===== config.mk =====
export PLATFORM = sky130hd
export DESIGN_NAME = job_balancer
export DESIGN_NICKNAME = d
export VERILOG_FILES = /design/src/rtl/jb_pkg.sv /design/src/rtl/jb_rst_sync.sv /design/src/rtl/jb_stack.sv /design/src/rtl/jb_sel_tree.sv /design/src/rtl/jb_switch.sv /design/src/rtl/job_balancer.sv
export SDC_FILE = /design/constraint.sdc
export NUM_CORES = 2
export LEC_CHECK = 0
export ABC_AREA = 1
export BUFFER_PORTS_ARGS = -buffer_cell sky130_fd_sc_hd__buf_2
export CORE_UTILIZATION = 49
export CTS_CLUSTER_DIAMETER = 120
export DETAILED_ROUTE_END_ITERATION = 10
export PLACE_DENSITY = 0.64
export SYNTH_ARGS = -nofsm -noshare
export SYNTH_HDL_FRONTEND = slang
export SYNTH_SLANG_ARGS = --single-unit

===== constraint.sdc =====
create_clock -name clk -period 8.6 [get_ports clk]
set_input_delay 1.72 -clock clk [delete_from_list [all_inputs] [get_ports clk]]
set_output_delay 1.72 -clock clk [all_outputs]
set_load 0.005 [all_outputs]

===== src/rtl/jb_pkg.sv =====
package jb_pkg;
  typedef enum logic {SEL_MAX = 1'b0, SEL_MIN = 1'b1} sel_mode_e;
endpackage


===== src/rtl/jb_rst_sync.sv =====
module jb_rst_sync (
  input  logic clk,
  input  logic rst_n,
  output logic rst_n_o
);
  logic [1:0] sync_q;

  always_ff @(posedge clk or negedge rst_n) begin
    if (!rst_n) sync_q <= 2'b00;
    else        sync_q <= {sync_q[0], 1'b1};
  end

  assign rst_n_o = sync_q[1];
endmodule


===== src/rtl/jb_stack.sv =====
module jb_stack #(
  parameter int DEPTH  = 8,
  parameter int DATA_W = 16,
  parameter int CNT_W  = $clog2(DEPTH + 1)
) (
  input  logic              clk,
  input  logic              rst_n,
  input  logic              push_i,
  input  logic [DATA_W-1:0] push_data_i,
  input  logic              pop_i,
  input  logic              xin_i,
  input  logic [DATA_W-1:0] xin_data_i,
  input  logic              xout_i,
  output logic [DATA_W-1:0] top_o,
  output logic [CNT_W-1:0]  cnt_o,
  output logic              full_o,
  output logic              rsp_vld_o,
  output logic [DATA_W-1:0] rsp_data_o
);
  localparam int AW = (DEPTH > 1) ? $clog2(DEPTH) : 1;

  logic [DATA_W-1:0] mem [DEPTH];
  logic [CNT_W-1:0]  cnt_q, cnt_d;
  logic              rsp_vld_q, rsp_vld_d;
  logic [DATA_W-1:0] rsp_data_q;
  logic              rsp_en;
  logic              pop_ok, push_ok, empty, full;
  logic              wr_en;
  logic [AW-1:0]     wr_addr;
  logic [DATA_W-1:0] wr_data;
  logic [CNT_W-1:0]  top_ptr;

  assign empty   = (cnt_q == '0);
  assign full    = (cnt_q == CNT_W'(DEPTH));
  assign top_ptr = cnt_q - CNT_W'(1);
  assign top_o   = mem[AW'(top_ptr)];

  // next-state
  always_comb begin
    pop_ok  = pop_i && !empty;
    push_ok = push_i && (!full || pop_ok);
    cnt_d   = cnt_q;
    if (push_ok) cnt_d = cnt_d + CNT_W'(1);
    if (pop_ok)  cnt_d = cnt_d - CNT_W'(1);
    if (xin_i)   cnt_d = cnt_d + CNT_W'(1);
    if (xout_i)  cnt_d = cnt_d - CNT_W'(1);
    wr_en   = push_ok || xin_i;
    if (push_ok) begin
      wr_addr = pop_ok ? AW'(top_ptr) : AW'(cnt_q);
      wr_data = push_data_i;
    end else begin
      wr_addr = AW'(cnt_q);
      wr_data = xin_data_i;
    end
    rsp_vld_d = pop_ok;
    rsp_en    = pop_ok;
  end

  // registers
  always_ff @(posedge clk or negedge rst_n) begin
    if (!rst_n) begin
      cnt_q      <= '0;
      rsp_vld_q  <= 1'b0;
      rsp_data_q <= '0;
    end else begin
      cnt_q     <= cnt_d;
      rsp_vld_q <= rsp_vld_d;
      if (rsp_en) rsp_data_q <= top_o;
    end
  end

  always_ff @(posedge clk) begin
    if (wr_en) mem[wr_addr] <= wr_data;
  end

  assign cnt_o      = cnt_q;
  assign full_o     = full;
  assign rsp_vld_o  = rsp_vld_q;
  assign rsp_data_o = rsp_data_q;
endmodule


===== src/rtl/jb_sel_tree.sv =====
module jb_sel_tree
  import jb_pkg::*;
#(
  parameter int        NODES = 8,
  parameter int        CNT_W = 4,
  parameter int        IDX_W = $clog2(NODES),
  parameter sel_mode_e MODE  = SEL_MAX
) (
  input  logic [NODES-1:0]       vld_i,
  input  logic [NODES*CNT_W-1:0] cnt_i,
  output logic                   vld_o,
  output logic [CNT_W-1:0]       cnt_o,
  output logic [IDX_W-1:0]       idx_o
);
  localparam int LEAVES = 1 << IDX_W;
  localparam int HEAP   = 2 * LEAVES - 1;

  logic             hv [HEAP];
  logic [CNT_W-1:0] hc [HEAP];
  logic [IDX_W-1:0] hi [HEAP];

  for (genvar k = 0; k < LEAVES; k++) begin : g_leaf
    if (k < NODES) begin : g_real
      assign hv[LEAVES-1+k] = vld_i[k];
      assign hc[LEAVES-1+k] = cnt_i[k*CNT_W +: CNT_W];
    end else begin : g_pad
      assign hv[LEAVES-1+k] = 1'b0;
      assign hc[LEAVES-1+k] = '0;
    end
    assign hi[LEAVES-1+k] = IDX_W'(k);
  end

  // The left child always covers lower indices, so preferring it on a tie
  // gives the lowest-index winner.
  for (genvar n = 0; n < LEAVES - 1; n++) begin : g_node
    logic better;
    logic take_left;
    if (MODE == SEL_MAX) begin : g_max
      assign better = (hc[2*n+1] >= hc[2*n+2]);
    end else begin : g_min
      assign better = (hc[2*n+1] <= hc[2*n+2]);
    end
    assign take_left = hv[2*n+1] && (!hv[2*n+2] || better);
    assign hv[n] = hv[2*n+1] || hv[2*n+2];
    assign hc[n] = take_left ? hc[2*n+1] : hc[2*n+2];
    assign hi[n] = take_left ? hi[2*n+1] : hi[2*n+2];
  end

  assign vld_o = hv[0];
  assign cnt_o = hc[0];
  assign idx_o = hi[0];
endmodule


===== src/rtl/jb_switch.sv =====
module jb_switch #(
  parameter int NODES  = 8,
  parameter int CNT_W  = 4,
  parameter int IDX_W  = $clog2(NODES),
  parameter int DATA_W = 16
) (
  input  logic                    max_vld_i,
  input  logic [CNT_W-1:0]        max_cnt_i,
  input  logic [IDX_W-1:0]        max_idx_i,
  input  logic                    min_vld_i,
  input  logic [CNT_W-1:0]        min_cnt_i,
  input  logic [IDX_W-1:0]        min_idx_i,
  input  logic [NODES-1:0]        busy_i,
  input  logic [NODES*DATA_W-1:0] top_i,
  output logic                    xfer_o,
  output logic [IDX_W-1:0]        src_o,
  output logic [IDX_W-1:0]        dst_o,
  output logic [DATA_W-1:0]       data_o,
  output logic [NODES-1:0]        out_oh_o,
  output logic [NODES-1:0]        in_oh_o
);
  logic [CNT_W:0] hi_ext, lo_ext;
  logic           gap_ok, ends_free;

  always_comb begin
    hi_ext    = {1'b0, max_cnt_i};
    lo_ext    = {1'b0, min_cnt_i} + (CNT_W+1)'(2);
    gap_ok    = max_vld_i && min_vld_i && (hi_ext >= lo_ext);
    ends_free = !busy_i[max_idx_i] && !busy_i[min_idx_i];
    xfer_o    = gap_ok && ends_free;
    data_o    = '0;
    out_oh_o  = '0;
    in_oh_o   = '0;
    for (int k = 0; k < NODES; k++) begin
      if (IDX_W'(k) == max_idx_i) data_o = top_i[k*DATA_W +: DATA_W];
      out_oh_o[k] = xfer_o && (IDX_W'(k) == max_idx_i);
      in_oh_o[k]  = xfer_o && (IDX_W'(k) == min_idx_i);
    end
  end

  assign src_o = max_idx_i;
  assign dst_o = min_idx_i;
endmodule


===== src/rtl/job_balancer.sv =====
module job_balancer
  import jb_pkg::*;
#(
  parameter int NODES  = 8,
  parameter int DEPTH  = 8,
  parameter int DATA_W = 16,
  parameter int CNT_W  = $clog2(DEPTH + 1),
  parameter int IDX_W  = $clog2(NODES)
) (
  input  logic                    clk,
  input  logic                    rst_n,
  input  logic [NODES-1:0]        push_i,
  input  logic [NODES*DATA_W-1:0] push_data_i,
  input  logic [NODES-1:0]        pop_i,
  input  logic [NODES-1:0]        faulty_i,
  output logic [NODES-1:0]        pop_valid_o,
  output logic [NODES*DATA_W-1:0] pop_data_o,
  output logic [NODES-1:0]        full_o,
  output logic [NODES*CNT_W-1:0]  count_o,
  output logic                    xfer_o,
  output logic [IDX_W-1:0]        xfer_src_o,
  output logic [IDX_W-1:0]        xfer_dst_o
);
  logic                    rst_n_s;
  logic [NODES*DATA_W-1:0] tops;
  logic [NODES-1:0]        out_oh, in_oh, healthy, busy;
  logic [DATA_W-1:0]       move_data;
  logic                    max_vld, min_vld;
  logic [CNT_W-1:0]        max_cnt, min_cnt;
  logic [IDX_W-1:0]        max_idx, min_idx;

  assign healthy = ~faulty_i;
  assign busy    = push_i | pop_i;

  jb_rst_sync u_rst (.clk(clk), .rst_n(rst_n), .rst_n_o(rst_n_s));

  for (genvar k = 0; k < NODES; k++) begin : g_node
    jb_stack #(.DEPTH(DEPTH), .DATA_W(DATA_W), .CNT_W(CNT_W)) u_stack (
      .clk        (clk),
      .rst_n      (rst_n_s),
      .push_i     (push_i[k]),
      .push_data_i(push_data_i[k*DATA_W +: DATA_W]),
      .pop_i      (pop_i[k]),
      .xin_i      (in_oh[k]),
      .xin_data_i (move_data),
      .xout_i     (out_oh[k]),
      .top_o      (tops[k*DATA_W +: DATA_W]),
      .cnt_o      (count_o[k*CNT_W +: CNT_W]),
      .full_o     (full_o[k]),
      .rsp_vld_o  (pop_valid_o[k]),
      .rsp_data_o (pop_data_o[k*DATA_W +: DATA_W])
    );
  end

  jb_sel_tree #(.NODES(NODES), .CNT_W(CNT_W), .IDX_W(IDX_W), .MODE(SEL_MAX)) u_max (
    .vld_i(healthy), .cnt_i(count_o), .vld_o(max_vld), .cnt_o(max_cnt), .idx_o(max_idx)
  );

  jb_sel_tree #(.NODES(NODES), .CNT_W(CNT_W), .IDX_W(IDX_W), .MODE(SEL_MIN)) u_min (
    .vld_i(healthy), .cnt_i(count_o), .vld_o(min_vld), .cnt_o(min_cnt), .idx_o(min_idx)
  );

  jb_switch #(.NODES(NODES), .CNT_W(CNT_W), .IDX_W(IDX_W), .DATA_W(DATA_W)) u_sw (
    .max_vld_i(max_vld), .max_cnt_i(max_cnt), .max_idx_i(max_idx),
    .min_vld_i(min_vld), .min_cnt_i(min_cnt), .min_idx_i(min_idx),
    .busy_i(busy), .top_i(tops),
    .xfer_o(xfer_o), .src_o(xfer_src_o), .dst_o(xfer_dst_o),
    .data_o(move_data), .out_oh_o(out_oh), .in_oh_o(in_oh)
  );
endmodule


## Word level (Yosys, flattened, before mapping)

Memories as Yosys holds them, arrays and structs flattened.
Cells that the tools add are included.

| cells by class | value |
|---|---|
| add/subtract/negate cells | 41 |
| $mul | 0 |
| divide/modulo/power cells | 0 |
| $lt $le $gt $ge | 17 |
| equality and inequality tests | 22 |
| shift-type cells | 0 |
| multiplexer cells | 112 |
| bitwise operators | 2 |
| reduce and logical (&&, ||, !) cells | 121 |

Operator list:

| kind | count |
|---|---|
| $mux W16 | 16 |
| $mux W4 | 46 |
| $add A4 B1 Y4 const B | 16 |
| $sub A4 B1 Y4 const B | 16 |
| $mux W3 | 18 |
| $logic_and A1 B1 Y1 | 49 |
| $logic_or A1 B1 Y1 | 37 |
| $eq A4 B4 Y1 const B | 8 |
| $logic_not A4 Y1 | 8 |
| $ge A4 B4 Y1 | 7 |
| $le A4 B4 Y1 | 7 |
| $mux W1 | 26 |
| $logic_not A1 Y1 | 25 |
| $eq A3 B3 Y1 const A | 8 |
| $sub A3 B1 Y3 const B | 8 |
| $eq A2 B3 Y1 const A | 4 |
| $lt A3 B4 Y1 const B | 2 |
| $mux W2 | 4 |
| $not A8 Y8 | 1 |
| $or A8 B8 Y8 | 1 |
| $bmux W1 S3 | 2 |
| $eq A1 B3 Y1 const A | 2 |
| $logic_not A3 Y1 | 2 |
| $add A4 B2 Y5 const B | 1 |
| $ge A4 B5 Y1 | 1 |

| word-level totals | value |
|---|---|
| register bits after elaboration | 170 |
| bits in latches | 0 |
| memory bits (writable) | 1024 |
| memory bits (read-only) | 0 |
| logic and storage cells | 348 |
| memories kept | 8 |

Memories:

| name | depth | bits a word | rd ports | clocked after memory_dff | wr ports | line | RTL |
|---|---|---|---|---|---|---|---|
| g_node[0].u_stack.mem | 8 | 16 | 1 | 0 | 1 | jb_stack.sv:22 | `logic [DATA_W-1:0] mem [DEPTH];` |
| g_node[1].u_stack.mem | 8 | 16 | 1 | 0 | 1 | jb_stack.sv:22 |  |
| g_node[2].u_stack.mem | 8 | 16 | 1 | 0 | 1 | jb_stack.sv:22 |  |
| g_node[3].u_stack.mem | 8 | 16 | 1 | 0 | 1 | jb_stack.sv:22 |  |
| g_node[4].u_stack.mem | 8 | 16 | 1 | 0 | 1 | jb_stack.sv:22 |  |
| g_node[5].u_stack.mem | 8 | 16 | 1 | 0 | 1 | jb_stack.sv:22 |  |
| +2 memories | -- | -- | -- | -- | -- | -- |  |

## Longest topological paths before layout

| logic depth | value |
|---|---|
| word-level depth | 23 |
| mapped depth | 52 |
| gate-level depth less buffers | 50 |

## Hierarchy

Synthesis repeated with hierarchy kept, for this count alone.

| unflattened totals | value |
|---|---|
| cells, all modules | 5551 |
| area, all modules | 55253.0 sq um |

Modules (own cells, without submodules):

| module | times used | cells an instance | area an instance (sq um) | sequential area each (sq um) |
|---|---|---|---|---|
| jb_stack at g_node[0].u_stack ... | 4 | 594 | 6364.9 | 4369.2 |
| jb_stack at g_node[4].u_stack ... | 3 | 593 | 6383.6 | 4369.2 |
| jb_stack at g_node[5].u_stack | 1 | 593 | 6387.4 | 4369.2 |
| jb_sel_tree at u_max | 1 | 235 | 1397.6 | 0.0 |
| jb_switch | 1 | 295 | 1345.0 | 0.0 |
| jb_sel_tree at u_min | 1 | 238 | 1338.8 | 0.0 |
| job_balancer | 1 | 32 | 120.1 | 0.0 |
| jb_rst_sync | 1 | 3 | 53.8 | 50.0 |

## Least setup slack after synthesis

OpenSTA, ideal clock, no wires.

| timing | value |
|---|---|
| path kind | input port to output port |
| start | input faulty_i[5] |
| end | output xfer_o |
| arrival | 6.280 ns |
| slack | 0.600 ns |
| stages | 30 |
| path buffers | 1 |
| path through | o31ai_1 > o21ai_0 > ha_1 > o21a_1 > o21a_1 > o21ai_1 > nand2_1 > nand2_1 > o21ai_0 > ha_1 > o21a_1 > o21a_1 > o21ai_1 > nand2_1 > nand2_1 > inv_1 > clkbuf_1 > nand2_1 > o21ai_0 > ha_1 > inv_1 > a21boi_0 > o21ai_0 > nand2_1 > a21oi_1 > nor3_1 > nand2_2 > a21oi_4 > nand2_4 > inv_4 |

| on the way | value |
|---|---|
| longest elaborated chain between the ends | 18 |

RTL lines:

| what | line | RTL |
|---|---|---|
| start: declaration | job_balancer.sv:15 | `input logic [NODES-1:0] faulty_i,` |
| $not A8 Y8 (*) | job_balancer.sv:32 | `assign healthy = ~faulty_i;` |
| $logic_not A1 Y1 | jb_sel_tree.sv:43 | `assign take_left = hv[2*n+1] && (!hv[2*n+2] \|\| better);` |
| $logic_or A1 B1 Y1 | jb_sel_tree.sv:43 |  |
| $logic_and A1 B1 Y1 | jb_sel_tree.sv:43 |  |
| $mux W4 | jb_sel_tree.sv:45 | `assign hc[n] = take_left ? hc[2*n+1] : hc[2*n+2];` |
| $ge A4 B4 Y1 | jb_sel_tree.sv:39 | `assign better = (hc[2*n+1] >= hc[2*n+2]);` |
| $logic_or A1 B1 Y1 | jb_sel_tree.sv:43 |  |
| $logic_and A1 B1 Y1 | jb_sel_tree.sv:43 |  |
| (+3 left out) | -- |  |
| $logic_and A1 B1 Y1 (*) | jb_sel_tree.sv:43 |  |
| $mux W3 (*) | jb_sel_tree.sv:46 | `assign hi[n] = take_left ? hi[2*n+1] : hi[2*n+2];` |
| named net xfer_src_o[2] | job_balancer.sv:21 | `output logic [IDX_W-1:0] xfer_src_o,` |
| $bmux W1 S3 (*) | jb_switch.sv:29 | `ends_free = !busy_i[max_idx_i] && !busy_i[min_idx_i];` |
| $mux W1 (implied by the code) (*) | jb_switch.sv:29 |  |
| $logic_not A1 Y1 (*) | jb_switch.sv:29 |  |
| $logic_and A1 B1 Y1 (*) | jb_switch.sv:29 |  |
| $logic_and A1 B1 Y1 (*) | jb_switch.sv:30 | `xfer_o = gap_ok && ends_free;` |
| end: declaration | job_balancer.sv:20 | `output logic xfer_o,` |

Mark *: on every way through the listed nets, which the timed path passes. The rest lies on a longest branch. The select of a mux whose other input is x is not followed.

## Worst setup path after layout

| timing | value |
|---|---|
| start | input faulty_i[5] |
| end | output xfer_o |

| on the way | value |
|---|---|
| longest elaborated chain between the ends | 18 |

RTL lines:

| what | line |
|---|---|
| $not A8 Y8 (*) | job_balancer.sv:32 |
| parallel branches: the longest is 16 deep, another holds $le A4 B4 Y1 | -- |
| $logic_and A1 B1 Y1 (*) | jb_switch.sv:30 |

Mark *: on every way between the ends. The select of a mux whose other input is x is not followed.

==> run summary <==
### Worst setup path
* output port — type of element capturing the critical path
* 1380 ps — internal reg-to-reg setup slack
* 6 — worst path bufs/invs
* 6880 ps — required time at the worst-slack endpoint
* primary input to output port — type of the worst setup path
* 270 ps — delay of the slowest cell on the worst path
* primary input — element type at the critical path start
* 6520 ps — signal arrival time at the worst endpoint
* 10 — maximum fanout along the worst path
* sky130_fd_sc_hd__nand2_1 — cell type with the highest occurrence count on the critical path
* sky130_fd_sc_hd__o31ai_1 — Slowest-stage cell, CP
* compound AO/OA/AOI/OAI gates — kind of cell with the highest combined delay on the critical path

### Hold path
* register to register — path type of the worst min-delay path

### Clocking
* 60 ps — clk slew on worst S/H paths
* 3 — maximum level of the CTS H-tree
* 117 — TritonCTS buffer count
* 0 — Hold-fix buffers, CTS
* 730 ps — clock latency reported for the late side of the worst-skew pair
* yes — clock tree from TritonCTS
* sky130_fd_sc_hd__clkbuf_16 — Root Buffer
* 1194 — # clock sinks
* 3 — maximum count of clock buffers along a single path

### Global routing
* 243000 µm — wire length of the first global-routing pass
* 36.2k — via count of the first global-routing pass
* 30.8% — Total Routing Usage GR
* 15 — antenna violations before repair
* 71 — largest net degree at the start of global routing
* 0 — GRT Residual Overflow

### Flow run
* 0 — Max Cap Violations

### Layout
* 57.2% — share of the core filled with cells
* 16.1% — layout cell share with drive strength beyond 1
* 15.7% — layout-stage area growth over the synthesis result
* 5648 — Net count, final

### Routing
* 4735 — drt initial violations
* 24.7 µm — wire length per cell
* 0 — Residual DRC
* 171000 µm — sum of routed wire length over all layers
* 5.76 — routed via count divided by cell count
* 39.9k — via count
* 6 — number of iterations in the first detailed-routing pass
* 0 — post-detailed-route count of antenna-violating nets

### Yosys
* 4998 — Post-Synthesis Cells
* 1024 — number of synthesized flops with an enable pin
* 10.6 µm² — Avg Synthesized Cell Area
* 56 — Unique masters post-synth
* 53000 µm² — Mapped Area
* 5235 — Synthesized Nets
* 0 — Syn. warnings
* sky130_fd_sc_hd__edfxtp_1 — predominant post-synthesis flop cell
* 66.0% — sequential element share of the synthesized area
* 14.2% — fraction of registers with async set/reset
* 1194 — Yosys reg bits

### Floorplanning
* 110000 µm² — die area
* 337 — num ports
* 107000 µm² — Placeable Area
* 49.5% — Initial Utilization
* 120 — Cell Rows
* 331 µm — die boundary height
* 331 µm — horizontal die dimension

### Outcome
* finished, final reports clean — status

### Timing
* 0 ps — post-route setup TNS
* 28.9 ps — worst setup skew after layout
* 3.22% — worst rel slew slack
* 0 — max-slew violation total from the final report
* 8240 ps — shortest clock period the worst path allows after layout
* 0.121 GHz — maximum clock frequency
* 95.8% — Final period util
* no — unrepaired setup endpoints after global routing
* 351 ps — Final Hold Slack
* 0 — count of final hold-check violations
* 0 — final setup fails
* 1440 ps — Worst Max-Slew Pin Slew

### Placed design
* 1.00 — Final Wtd Congestion
* 336 — count of buffers from port buffering
* 117000 µm — Detailed Place HPWL

synth_stat cells (all sizes together), types with 8 or more instances:
cell        n  area share, %
a21oi      47           0.51
xor2       39           0.64
dfrtp     170            8.0
inv       205            1.5
a2111oi     8           0.16
a31oi     115            1.4
nand3      59           0.59
clkinv     12          0.085
mux2        8           0.17
xnor2      27           0.45
o22ai     170            2.0
nor2      894            6.4
o21bai     14           0.20
buf        38           0.45
o221ai     17           0.28
ha         83            2.0
clkbuf    222            1.6
nand4      49           0.70
nor3       37           0.35
nand2    1007            7.3
edfxtp   1024             58
o21ai     727            6.9
path summary, 6_finish.rpt:
| check | start | end | cells after the start |
|---|---|---|---|
| max | faulty_i[5] | xfer_o | 35 |
| min | u_rst.sync_q[0]$_DFF_PN0_ | u_rst.sync_q[1]$_DFF_PN0_ | 0 |
| max reg2reg | g_node[3].u_stack.cnt_o[1]$_DFF_PN0_ | g_node[4].u_stack.mem[3][12]$_DFFE_PP_ | 41 |
| min reg2reg | u_rst.sync_q[0]$_DFF_PN0_ | u_rst.sync_q[1]$_DFF_PN0_ | 0 |
| max in group asynchronous | u_rst.sync_q[1]$_DFF_PN0_ | g_node[5].u_stack.cnt_o[3]$_DFF_PN0_ | 1 |
| min in group asynchronous | u_rst.sync_q[1]$_DFF_PN0_ | g_node[2].u_stack.rsp_data_o[0]$_DFFE_PN0P_ | 0 |
worst register-to-register path, delay by kind of cell, from the launching register on:
kind                     cells  cell delay (ps)
flip-flops                   1              480
AO/OA/AOI/OAI               10             1660
buffers and inverters        8             1170
adder cells (fa/ha/maj)      5             1490
AND/OR/NAND/NOR             18             2160
stage by stage:
step / setup slack, ps / std cells / instance area (µm²)
detailed placement: 242 / 6688 / 57300
global route: 4.67 / 6919 / 61300
CTS: 67.8 / 6911 / 61100
floorplan: 600 / 4998 / 53000
global placement: 166 / 6688 / 57300
finish: 361 / 6930 / 61300
cells in the final DEF, fill, tap and decap left out, drive strengths merged:
cell and instances:
edfxtp 1024, nand2 1007, nor2 894, o21ai 727, buf 554, inv 207, o22ai 170, dfrtp 170
clkbuf 153, a31oi 115, ha 83, clkinv 62, nand3 59, nand4 49, a21oi 47, xor2 39
nor3 37, xnor2 27, o221ai 17, o21bai 14, diode 12, bufinv 12, mux2 8, a2111oi 8
mux2i 7, clkinvlp 6, o21a 5, nand3b 3, o31ai 2, a41oi 1, o211ai 1, a21boi 1
nor4 1, a22oi 1, a211o 1, a211oi 1, or2 1, conb 1
layer usage:
layer  up-vias  GRT usage, %  routed length (µm)
li1      18380             -                   -
met1     19280          42.8               69000
met2      1904          45.2               75000
met3       371          6.89               17500
met4         8          16.3                9370
met5         -             0                  42
cells by family (layout without fill, tap and decap cells):
| family | after synthesis | count (layout) | synth area share, % |
|---|---|---|---|
| simple gates | 2051 | 2051 | 15.4 |
| flops | 1194 | 1194 | 66.0 |
| compound gates | 1111 | 1111 | 11.6 |
| buf+inv | 477 | 994 | 3.56 |
| fa+ha+maj | 83 | 83 | 1.96 |
| xor+xnor | 66 | 66 | 1.09 |
| mux | 15 | 15 | 0.302 |
| other cells | 1 | 13 | 0.00707 |
state kept, by name, summed over array words and instances (netlist names):
| register | flops |
|---|---|
| g_node.u_stack.cnt_o | 32 |
| g_node.u_stack.mem | 1024 |
| g_node.u_stack.rsp_data_o | 128 |
| g_node.u_stack.rsp_vld_o | 8 |
| u_rst.sync_q | 2 |
layout make-up:
class                           instances  area, µm²
Antenna cell                           12       30.0
Tap cell                             1403       1760
Clock inverter                         70        674
Multi-Input combinational cell       3327      16400
Clock buffer                          153       3170
Timing Repair Buffer                  554       3410
Inverter                              217        825
Sequential cell                      1194      35000
Fill cell                            9116      45900
repair_timing:
| action | in CTS | in global routing |
|---|---|---|
| buffers inserted | 0 | 7 |
| endpoints found under the setup margin | 0 | 1 |
| gates resized for setup | 0 | 50 |
Power is left out: the tool's default activity adds up to more than one toggle a clock period on the data nets, which glitch-free logic cannot reach.
